--- src/rtl/swdiv_pkg.sv ---
package swdiv_pkg;

    typedef enum logic [1:0] {
        ST_IDLE    = 2'd0,
        ST_SWALLOW = 2'd1,
        ST_MAIN    = 2'd2
    } seq_state_t;

    // prescaler modulus P selected by the 2-bit code; code 3 divides as 32
    function automatic logic [5:0] modulus_of(input logic [1:0] code);
        logic [5:0] p;
        unique case (code)
            2'd0:    p = 6'd8;
            2'd1:    p = 6'd16;
            default: p = 6'd32;
        endcase
        return p;
    endfunction

    // number of 4/5 core cycles making one prescaler cycle (P/4)
    function automatic logic [3:0] quarters_of(input logic [1:0] code);
        logic [5:0] p;
        p = modulus_of(code);
        return p[5:2];
    endfunction

endpackage

--- src/rtl/swdiv_cfg.sv ---
module swdiv_cfg
    import swdiv_pkg::*;
#(
    parameter int B_W = 13,
    parameter int A_W = 5
) (
    input  logic           clk,
    input  logic           rst,
    input  logic           load,
    input  logic [1:0]     sel_in,
    input  logic [B_W-1:0] b_in,
    input  logic [A_W-1:0] a_in,
    input  logic           commit,
    input  logic           live,
    output logic           pend_v,
    output logic [B_W-1:0] nxt_b,
    output logic [A_W-1:0] nxt_a,
    output logic [B_W-1:0] act_b,
    output logic [A_W-1:0] act_a,
    output logic [1:0]     act_sel,
    output logic           cfg_bad,
    output logic           below_min
);
    localparam int N_W = B_W + 8;
    localparam logic [B_W-1:0] B_MIN = B_W'(3);

    logic [B_W-1:0] pend_b;
    logic [A_W-1:0] pend_a;
    logic [1:0]     pend_sel;

    // staging register: a strobe always wins over the clear caused by a commit
    always_ff @(posedge clk) begin
        if (rst) begin
            pend_v   <= 1'b0;
            pend_b   <= '0;
            pend_a   <= '0;
            pend_sel <= '0;
        end else if (load) begin
            pend_v   <= 1'b1;
            pend_b   <= b_in;
            pend_a   <= a_in;
            pend_sel <= sel_in;
        end else if (commit) begin
            pend_v   <= 1'b0;
        end
    end

    // committed settings used by the running period
    always_ff @(posedge clk) begin
        if (rst) begin
            act_b   <= '0;
            act_a   <= '0;
            act_sel <= '0;
        end else if (commit && pend_v) begin
            act_b   <= pend_b;
            act_a   <= pend_a;
            act_sel <= pend_sel;
        end
    end

    // values the counters reload with at a commit
    always_comb begin
        nxt_b = pend_v ? pend_b : act_b;
        nxt_a = pend_v ? pend_a : act_a;
    end

    logic [N_W-1:0] p_ext;
    logic [N_W-1:0] nominal;
    logic [N_W-1:0] floor_n;
    logic           a_over_b;

    always_comb begin
        p_ext    = N_W'(modulus_of(act_sel));
        nominal  = N_W'(act_b) * p_ext + N_W'(act_a);
        floor_n  = p_ext * p_ext - p_ext;
        a_over_b = B_W'(act_a) > act_b;
        cfg_bad  = live && ((act_sel == 2'd3) || a_over_b || (act_b < B_MIN));
        below_min = live && (nominal < floor_n);
    end

endmodule

--- src/rtl/swdiv_prescaler.sv ---
module swdiv_prescaler
    import swdiv_pkg::*;
(
    input  logic       clk,
    input  logic       rst,
    input  logic       run,
    input  logic       mod_plus,
    input  logic [1:0] sel,
    output logic       pre_tick
);
    // 4/5 core: counts 0..3, or 0..4 when stretched
    logic [2:0] core_q;
    // extension: counts core cycles within one prescaler cycle
    logic [3:0] ext_q;
    logic [3:0] ext_last;
    logic       stretch;
    logic       core_last;

    always_comb begin
        ext_last  = quarters_of(sel) - 4'd1;
        stretch   = mod_plus && (ext_q == 4'd0);
        core_last = stretch ? (core_q == 3'd4) : (core_q == 3'd3);
        pre_tick  = run && core_last && (ext_q == ext_last);
    end

    always_ff @(posedge clk) begin
        if (rst || !run) begin
            core_q <= '0;
            ext_q  <= '0;
        end else if (core_last) begin
            core_q <= '0;
            ext_q  <= (ext_q == ext_last) ? 4'd0 : ext_q + 4'd1;
        end else begin
            core_q <= core_q + 3'd1;
        end
    end

endmodule

--- src/rtl/swdiv_seq.sv ---
module swdiv_seq
    import swdiv_pkg::*;
#(
    parameter int B_W = 13,
    parameter int A_W = 5
) (
    input  logic           clk,
    input  logic           rst,
    input  logic           pend_v,
    input  logic [B_W-1:0] nxt_b,
    input  logic [A_W-1:0] nxt_a,
    input  logic           pre_tick,
    output seq_state_t     state,
    output logic           commit,
    output logic           live,
    output logic           mod_plus,
    output logic [B_W-1:0] b_cnt,
    output logic [A_W-1:0] a_cnt,
    output logic           div_out
);
    localparam logic [B_W-1:0] B_ONE = B_W'(1);
    localparam logic [A_W-1:0] A_ONE = A_W'(1);

    seq_state_t nxt_state;
    seq_state_t reload_state;
    logic       period_end;

    always_comb begin
        live         = (state != ST_IDLE);
        mod_plus     = (state == ST_SWALLOW);
        period_end   = live && pre_tick && (b_cnt <= B_ONE);
        commit       = ((state == ST_IDLE) && pend_v) || period_end;
        reload_state = (nxt_a != '0) ? ST_SWALLOW : ST_MAIN;
    end

    // next-state logic
    always_comb begin
        nxt_state = state;
        unique case (state)
            ST_IDLE: begin
                if (pend_v) nxt_state = reload_state;
            end
            ST_SWALLOW: begin
                if (period_end)
                    nxt_state = reload_state;
                else if (pre_tick && (a_cnt == A_ONE))
                    nxt_state = ST_MAIN;
            end
            ST_MAIN: begin
                if (period_end) nxt_state = reload_state;
            end
            default: nxt_state = ST_IDLE;
        endcase
    end

    // state register
    always_ff @(posedge clk) begin
        if (rst) state <= ST_IDLE;
        else     state <= nxt_state;
    end

    // swallow and main counters
    always_ff @(posedge clk) begin
        if (rst) begin
            b_cnt <= '0;
            a_cnt <= '0;
        end else if (commit) begin
            b_cnt <= nxt_b;
            a_cnt <= nxt_a;
        end else if (live && pre_tick) begin
            b_cnt <= b_cnt - B_ONE;
            if (state == ST_SWALLOW) a_cnt <= a_cnt - A_ONE;
        end
    end

    // output register
    always_ff @(posedge clk) begin
        if (rst) div_out <= 1'b0;
        else     div_out <= period_end;
    end

endmodule

--- src/rtl/swallow_fb_div.sv ---
module swallow_fb_div
    import swdiv_pkg::*;
#(
    parameter int B_W = 13,
    parameter int A_W = 5
) (
    input  logic           clk,
    input  logic           rst,
    input  logic [1:0]     sel_in,
    input  logic [B_W-1:0] b_in,
    input  logic [A_W-1:0] a_in,
    input  logic           load,
    output logic           div_out,
    output logic           cfg_bad,
    output logic           below_min
);
    logic           pend_v;
    logic [B_W-1:0] nxt_b;
    logic [A_W-1:0] nxt_a;
    logic [B_W-1:0] act_b;
    logic [A_W-1:0] act_a;
    logic [1:0]     act_sel;
    logic           commit;
    logic           live;
    logic           mod_plus;
    logic           pre_tick;
    logic [B_W-1:0] b_cnt;
    logic [A_W-1:0] a_cnt;
    seq_state_t     state;

    swdiv_cfg #(.B_W(B_W), .A_W(A_W)) u_cfg (
        .clk       (clk),
        .rst       (rst),
        .load      (load),
        .sel_in    (sel_in),
        .b_in      (b_in),
        .a_in      (a_in),
        .commit    (commit),
        .live      (live),
        .pend_v    (pend_v),
        .nxt_b     (nxt_b),
        .nxt_a     (nxt_a),
        .act_b     (act_b),
        .act_a     (act_a),
        .act_sel   (act_sel),
        .cfg_bad   (cfg_bad),
        .below_min (below_min)
    );

    swdiv_prescaler u_pre (
        .clk      (clk),
        .rst      (rst),
        .run      (live),
        .mod_plus (mod_plus),
        .sel      (act_sel),
        .pre_tick (pre_tick)
    );

    swdiv_seq #(.B_W(B_W), .A_W(A_W)) u_seq (
        .clk      (clk),
        .rst      (rst),
        .pend_v   (pend_v),
        .nxt_b    (nxt_b),
        .nxt_a    (nxt_a),
        .pre_tick (pre_tick),
        .state    (state),
        .commit   (commit),
        .live     (live),
        .mod_plus (mod_plus),
        .b_cnt    (b_cnt),
        .a_cnt    (a_cnt),
        .div_out  (div_out)
    );

endmodule

--- config.mk ---
export PLATFORM = sky130hd
export DESIGN_NAME = swallow_fb_div
export DESIGN_NICKNAME = d
export VERILOG_FILES = /design/src/rtl/swdiv_pkg.sv /design/src/rtl/swdiv_cfg.sv /design/src/rtl/swdiv_prescaler.sv /design/src/rtl/swdiv_seq.sv /design/src/rtl/swallow_fb_div.sv
export SDC_FILE = /design/constraint.sdc
export NUM_CORES = 1
export LEC_CHECK = 0
export BUFFER_PORTS_ARGS = -buffer_cell sky130_fd_sc_hd__buf_2
export CORE_MARGIN = 5
export CORE_UTILIZATION = 50
export DETAILED_ROUTE_END_ITERATION = 7
export PLACE_DENSITY = 0.67
export SLEW_MARGIN = 10
export SYNTH_ARGS = -nofsm -noshare
export SYNTH_HDL_FRONTEND = slang
export SYNTH_HIERARCHICAL = 1
export SYNTH_SLANG_ARGS = --single-unit
--- constraint.sdc ---
create_clock -name clk -period 7.56 [get_ports clk]
set_clock_uncertainty 0.15 [all_clocks]
set_input_delay 0.756 -clock clk [delete_from_list [all_inputs] [get_ports clk]]
set_output_delay 0.756 -clock clk [all_outputs]
set_load 0.05 [all_outputs]
Word level (Yosys, flattened, before mapping)
Cells that the tools add are included.

word-level totals
  input port bits = 23
  word-level logic and storage cells = 81
  register bits after elaboration = 69

operators by class
  magnitude comparators = 4
  add/sub/neg operators = 7
  eq/ne operators = 11
  multipliers = 2
  multiplexer cells = 18
  reduce and logical (&&, ||, !) cells = 26

operators by type and width
  kind                                                                     number
  13-bit 2-to-1 mux                                                        3
  21-bit < comparator                                                      1
  19-bit by 5-bit adder with 20-bit output                                 1
  5-bit 2-to-1 mux                                                         4
  13-bit by 6-bit multiplier with 19-bit output                            1
  5-bit by 13-bit > comparator with 1-bit output                           1
  13-bit by 1-bit <= comparator with 1-bit output (second input constant)  1
  13-bit by 2-bit < comparator with 1-bit output (second input constant)   1
  12-bit by 6-bit subtractor with 13-bit output                            1
  13-bit by 1-bit subtractor with 13-bit output (second input constant)    1
  6-bit by 6-bit multiplier with 12-bit output                             1
  6-bit case mux with 2 select lines                                       1
  1-bit logical AND                                                        10
  2-bit 2-to-1 mux                                                         5
  2-bit nonzero test                                                       4
  2-bit case mux with 3 select lines                                       1
  5-bit by 1-bit equality test with 1-bit output (second input constant)   1
  5-bit nonzero test                                                       1
  5-bit by 1-bit subtractor with 5-bit output (second input constant)      1
  4-bit by 1-bit adder with 4-bit output (second input constant)           1
  2-bit by 1-bit equality test with 1-bit output (second input constant)   2
  2-bit equality test (second input constant)                              2
  4-bit equality test                                                      1
  2-bit logical NOT                                                        2
  15 further kinds                                                         20

Depth between registers and ports, before layout
  depth in word-level cells = 10
  mapped depth = 22

Modules after synthesis
The synthesis kept the hierarchy.

by module, submodules not included
  module           seq. area each (µm²)  cells an instance  area each (µm²)  times used
  swdiv_cfg        820.8                 440                3,714.8          1
  swdiv_seq        420.4                 199                1,541.5          1
  swdiv_prescaler  140.1                 49                 484.2            1

Least setup slack after synthesis
Ideal clock, no wire load.

  path kind = reg-to-output
  from = register u_cfg.act_sel[0]
  to = output port below_min
  cell stages (with the launch flop) = 20
  buffers on the path = 1
  slack = 1,188 ps
  arrival time = 5,466 ps
  path through = dfxtp_1 > nor2b_1 > clkbuf_1 > inv_1 > ha_1 > and2_1 > fa_1 > ha_1 > ha_1 > ha_1 > ha_1 > nand2_1 > o31ai_2 > xor2_1 > ha_1 > a21oi_1 > o211ai_1 > nor3_1 > nand4_1 > nor4_2

between the ends
  longest elaborated chain between the ends = 6

ends and longest elaborated chain
  what                                                                                                                  RTL line                          text
  from (decl)                                                                                                           swdiv_cfg.sv:20                   output logic [1:0] act_sel,
  from (signal assigned)                                                                                                swdiv_cfg.sv:57                   act_sel <= pend_sel;
  2-bit by 1-bit equality test with 1-bit output / 2-bit logical NOT (equally long branches)                            swdiv_pkg.sv:12                   unique case (code)
  6-bit case mux with 2 select lines (*)                                                                                swdiv_pkg.sv:12
  13-bit by 6-bit multiplier with 19-bit output / 6-bit by 6-bit multiplier with 12-bit output (equally long branches)  swdiv_cfg.sv:74, swdiv_cfg.sv:75
  19-bit by 5-bit adder with 20-bit output / 12-bit by 6-bit subtractor with 13-bit output (equally long branches)      swdiv_cfg.sv:74, swdiv_cfg.sv:75
  21-bit < comparator (*)                                                                                               swdiv_cfg.sv:78                   below_min = live && (nominal < floor_n);
  1-bit logical AND (*)                                                                                                 swdiv_cfg.sv:78
  to (decl)                                                                                                             swallow_fb_div.sv:15              output logic below_min

Mark *: on every way between the ends. The rest lies on a longest branch, timed or not.

Worst setup path after layout
  from = register u_cfg.act_sel[1]
  to = output port below_min

Same word-level chain as after synthesis.

==> summary by stage <==
Place
Buffers placed on the I/O ports in this run total 25. In this run the cell area measured after placement is 5950 um^2. The worst setup slack after placement is 1.19 ns.

Routability-driven placement finished with a final weighted congestion of 0.872. The number of instances in the placed design is 830. Once detailed placement completed, the half-perimeter wirelength came to 10200 um.

Layout
The final standard cell count with taps included and fillers excluded is 846. The final non-filler cell area is 6280 um^2. Cells fill 55.4% of the core in the end. The net count of the finished layout is 811. The number of fillers in the final layout is 1056.

The most common cell after layout, fill and taps aside is sky130_fd_sc_hd__nand2_1. The library cells used most frequently in the layout, excluding fill and tap cells, are 96 x sky130_fd_sc_hd__nand2_1, 77 x sky130_fd_sc_hd__ha_1, 69 x sky130_fd_sc_hd__dfxtp_1. From synthesis to final layout, the design area changed by 9.33%. The count of inserted antenna diode cells is 0. Cells with a size suffix above 1 make up 11.8% of the layout.

Logic synthesis
A synthesized cell averages 8.34 um^2. In this run the cell area of the synthesized design comes to 5740 um^2. The area share of the largest cell type after synthesis is 24.1%. The post-synthesis async set-or-reset flop share is 0%. During synthesis, Yosys emitted a total of 6 warnings. After synthesis, the cell types taking the most area are sky130_fd_sc_hd__dfxtp_1 24%, sky130_fd_sc_hd__ha_1 17%, sky130_fd_sc_hd__nand2_1 6.3%.

The register bit total from synthesis is 69. The leading register cell type out of synthesis is sky130_fd_sc_hd__dfxtp_1. The synthesized design spends more area on one cell type than any other, namely sky130_fd_sc_hd__dfxtp_1. The number of enable-type register cells in the synthesized netlist is 0. When the netlist entered floorplanning its net count stood at 801. The number of unique standard cell types used by synthesis is 78. Synthesis produced a netlist whose cell count is 688. After synthesis, flip-flops and latches occupy 24.1% of the total area.

Routing
The per-cell routed wire length is 15.8 um. The total via count after detailed routing is 4989. Dividing the detail-routed via count by the number of cells gives 5.90. The post-detailed-routing wire length is 13400 um.

The detail route stage leaves a number of antenna-violating nets equal to 0. The number of DRC markers after the initial detailed-route iteration is 321. The count of unresolved DRC violations after routing is 0. The first-pass iteration count of the detailed router is 5.

STA
The clock period could shrink to 6.72 ns. On the final layout, the worst hold slack is 0.318 ns. The max-slew violation total from the final report is 0. The transition at the pin with the smallest max-transition slack is 0.756 ns. For this run, the top clock speed supported by timing is 149 MHz.

Dividing the final minimum period by the clock period gives 88.8%. For the final routed database, the setup TNS stands at 0 ns. The final number of setup-violating endpoints is 0. Setup repair after global routing left no endpoint under its margin. The final hold violation count is 0. The max-slew headroom at the worst pin is 49.4%. Across all setup checks in the final design, the least slack found is 0.845 ns.

Floorplan
The core outline area is 11300 um^2. The floorplan step defined a die boundary enclosing 13700 um^2. The total I/O pin count is 26. Measured along the y axis, the die boundary spans 117 um. Once the floorplan was initialized, standard cells occupied 50.7% of the core. Measured along the x axis, the die boundary spans 117 um. The placement row count is 39.

Global routing
The via count of the first global-routing pass is 4693. The first global-routing pass estimated 22800 um of wire. The largest net degree at the start of global routing is 68. The number of antenna violations at the first check in global routing is 0.

The aggregate global-route resource usage is 20.6%. After global routing the overflow that remains totals 0.

Clock tree
In this run the deepest clock path goes through 2 buffers. The H-tree was split into 3 levels. The clock input transition at the sequential cells of the worst setup and hold paths is 0.06 ns. The clock root buffer is sky130_fd_sc_hd__clkbuf_16. The insertion delay to the later sink of the worst-skew pair is 0.33 ns.

The number of gates given a new drive strength after cts is 0. The count of clock tree sinks is 69. Buffers inserted to repair hold after CTS numbered 0. TritonCTS built the clock tree. Buffers added to address setup during post-CTS repair amount to 0. The number of clock buffers added by TritonCTS is 9.

Critical path
The largest fanout on the critical path is 15. STA classifies the critical path endpoint as an output port. Data on the critical path arrives at its endpoint at 5.81 ns. The critical path is of the flip-flop to output port type. The type of element launching the critical path is a flip-flop.

The required arrival time at the worst endpoint is 6.65 ns.

Outcome
The run finished with clean final reports.

Power and ir drop
Across the VDD grid, the largest voltage drop is 0.142 mV. Power spread over the standard cell area amounts to 172 nW/um^2. For this design the static power due to leakage is 2.89 nW.

After layout, the design draws a total of 1.08 mW.

Worst hold path
The path category of the worst min-delay check is flip-flop to flip-flop.

Run
Max-cap violations in this run came to 0.
## routing by layer
metal  vias to the layer above  wire length, um  GRT usage (%)
li1                       2475                -              -
met1                      2377             6300           28.1
met2                       128             6330           33.8
met3                         9              667           3.86
met4                         0              109           5.05
met5                         -                0              0
## final timing paths
check                                 startpoint                to  cells after the start  slack (ns)
worst max-delay path            u_cfg/act_sel[1]         below_min                     21        0.84
worst min-delay path              u_cfg/act_a[0]    u_cfg/act_a[0]                      2        0.32
worst max register to register    u_seq/state[0]  u_cfg/act_sel[1]                     11        2.67
worst min register to register    u_cfg/act_a[0]    u_cfg/act_a[0]                      2        0.32
## logic make-up after synthesis
family,share of synthesized area (%)
AO/OA/AOI/OAI,17.1
adder cells (fa/ha/maj),21.3
multiplexers,8.54
XOR/XNOR,2.70
buffers and inverters,4.71
flip-flops,24.1
AND/OR/NAND/NOR,21.6
## sequential cells by signal, indices dropped and copies added (netlist names)
register,count
u_cfg/pend_b,13
u_seq/b_cnt,13
u_pre/ext_q,4
u_cfg/act_sel,2
u_cfg/pend_a,5
u_seq/a_cnt,5
u_cfg/act_b,13
u_seq/div_out,1
u_cfg/pend_sel,2
u_pre/core_q,3
u_cfg/pend_v,1
u_cfg/act_a,5
u_seq/state,2
## where the power goes
part | leakage [nW] | switching (mW) | internal (mW) | total [mW]
Combinational | 2.16 | 0.133 | 0.0828 | 0.215
Clock | 0.158 | 0.158 | 0.297 | 0.455
Sequential | 0.562 | 0.0259 | 0.383 | 0.409
Total | 2.89 | 0.317 | 0.763 | 1.08
## cell usage after synthesis, drive strengths merged (3+ instances only)
| cell type | count |
|---|---|
| nand2 | 96 |
| ha | 77 |
| dfxtp | 69 |
| a21oi | 59 |
| nor2 | 53 |
| inv | 39 |
| mux2i | 32 |
| clkbuf | 21 |
| o21ai | 18 |
| and2 | 16 |
| nand3 | 16 |
| mux2 | 14 |
| fa | 13 |
| nor3 | 12 |
| a31oi | 11 |
| nand2b | 10 |
| buf | 9 |
| xnor2 | 9 |
| nand4 | 7 |
| a21o | 6 |
| nor4 | 6 |
| o21a | 6 |
| xor2 | 6 |
| a22oi | 5 |
| nand3b | 5 |
| nor2b | 5 |
| o211ai | 5 |
| and3 | 4 |
| nor3b | 4 |
| o311ai | 4 |
| a211oi | 3 |
| a221oi | 3 |
| a31o | 3 |
| o22ai | 3 |
| o31ai | 3 |
| or4 | 3 |
## worst max-delay path: stages (launching register included)
cell and delay [ns]:
sky130_fd_sc_hd__dfxtp_1 0.47, sky130_fd_sc_hd__nor2_1 0.08, sky130_fd_sc_hd__buf_4 0.19, sky130_fd_sc_hd__inv_1 0.06, sky130_fd_sc_hd__ha_1 0.41, sky130_fd_sc_hd__inv_1 0.16, sky130_fd_sc_hd__nor2_1 0.17, sky130_fd_sc_hd__fa_1 0.41
sky130_fd_sc_hd__ha_1 0.30, sky130_fd_sc_hd__ha_1 0.30, sky130_fd_sc_hd__ha_1 0.30, sky130_fd_sc_hd__ha_1 0.37, sky130_fd_sc_hd__nand2_1 0.13, sky130_fd_sc_hd__o31ai_2 0.46, sky130_fd_sc_hd__xor2_1 0.13, sky130_fd_sc_hd__ha_1 0.35
sky130_fd_sc_hd__a21oi_1 0.16, sky130_fd_sc_hd__o211ai_1 0.11, sky130_fd_sc_hd__nor3_1 0.20, sky130_fd_sc_hd__nand4_1 0.14, sky130_fd_sc_hd__nor4_2 0.26, sky130_fd_sc_hd__buf_2 0.30
## final cells by class
class / instances / area, um^2 / share of cell area (%)
multi-input cells: 550 / 4090 / 65.2
flip-flops and latches: 69 / 1380 / 22.0
clock buffers: 10 / 239 / 3.81
well taps: 143 / 179 / 2.85
repair buffers: 29 / 155 / 2.47
inverters: 39 / 146 / 2.33
clock inverters: 6 / 86.3 / 1.38
No activity file was read; power rests on OpenSTA's default activity.
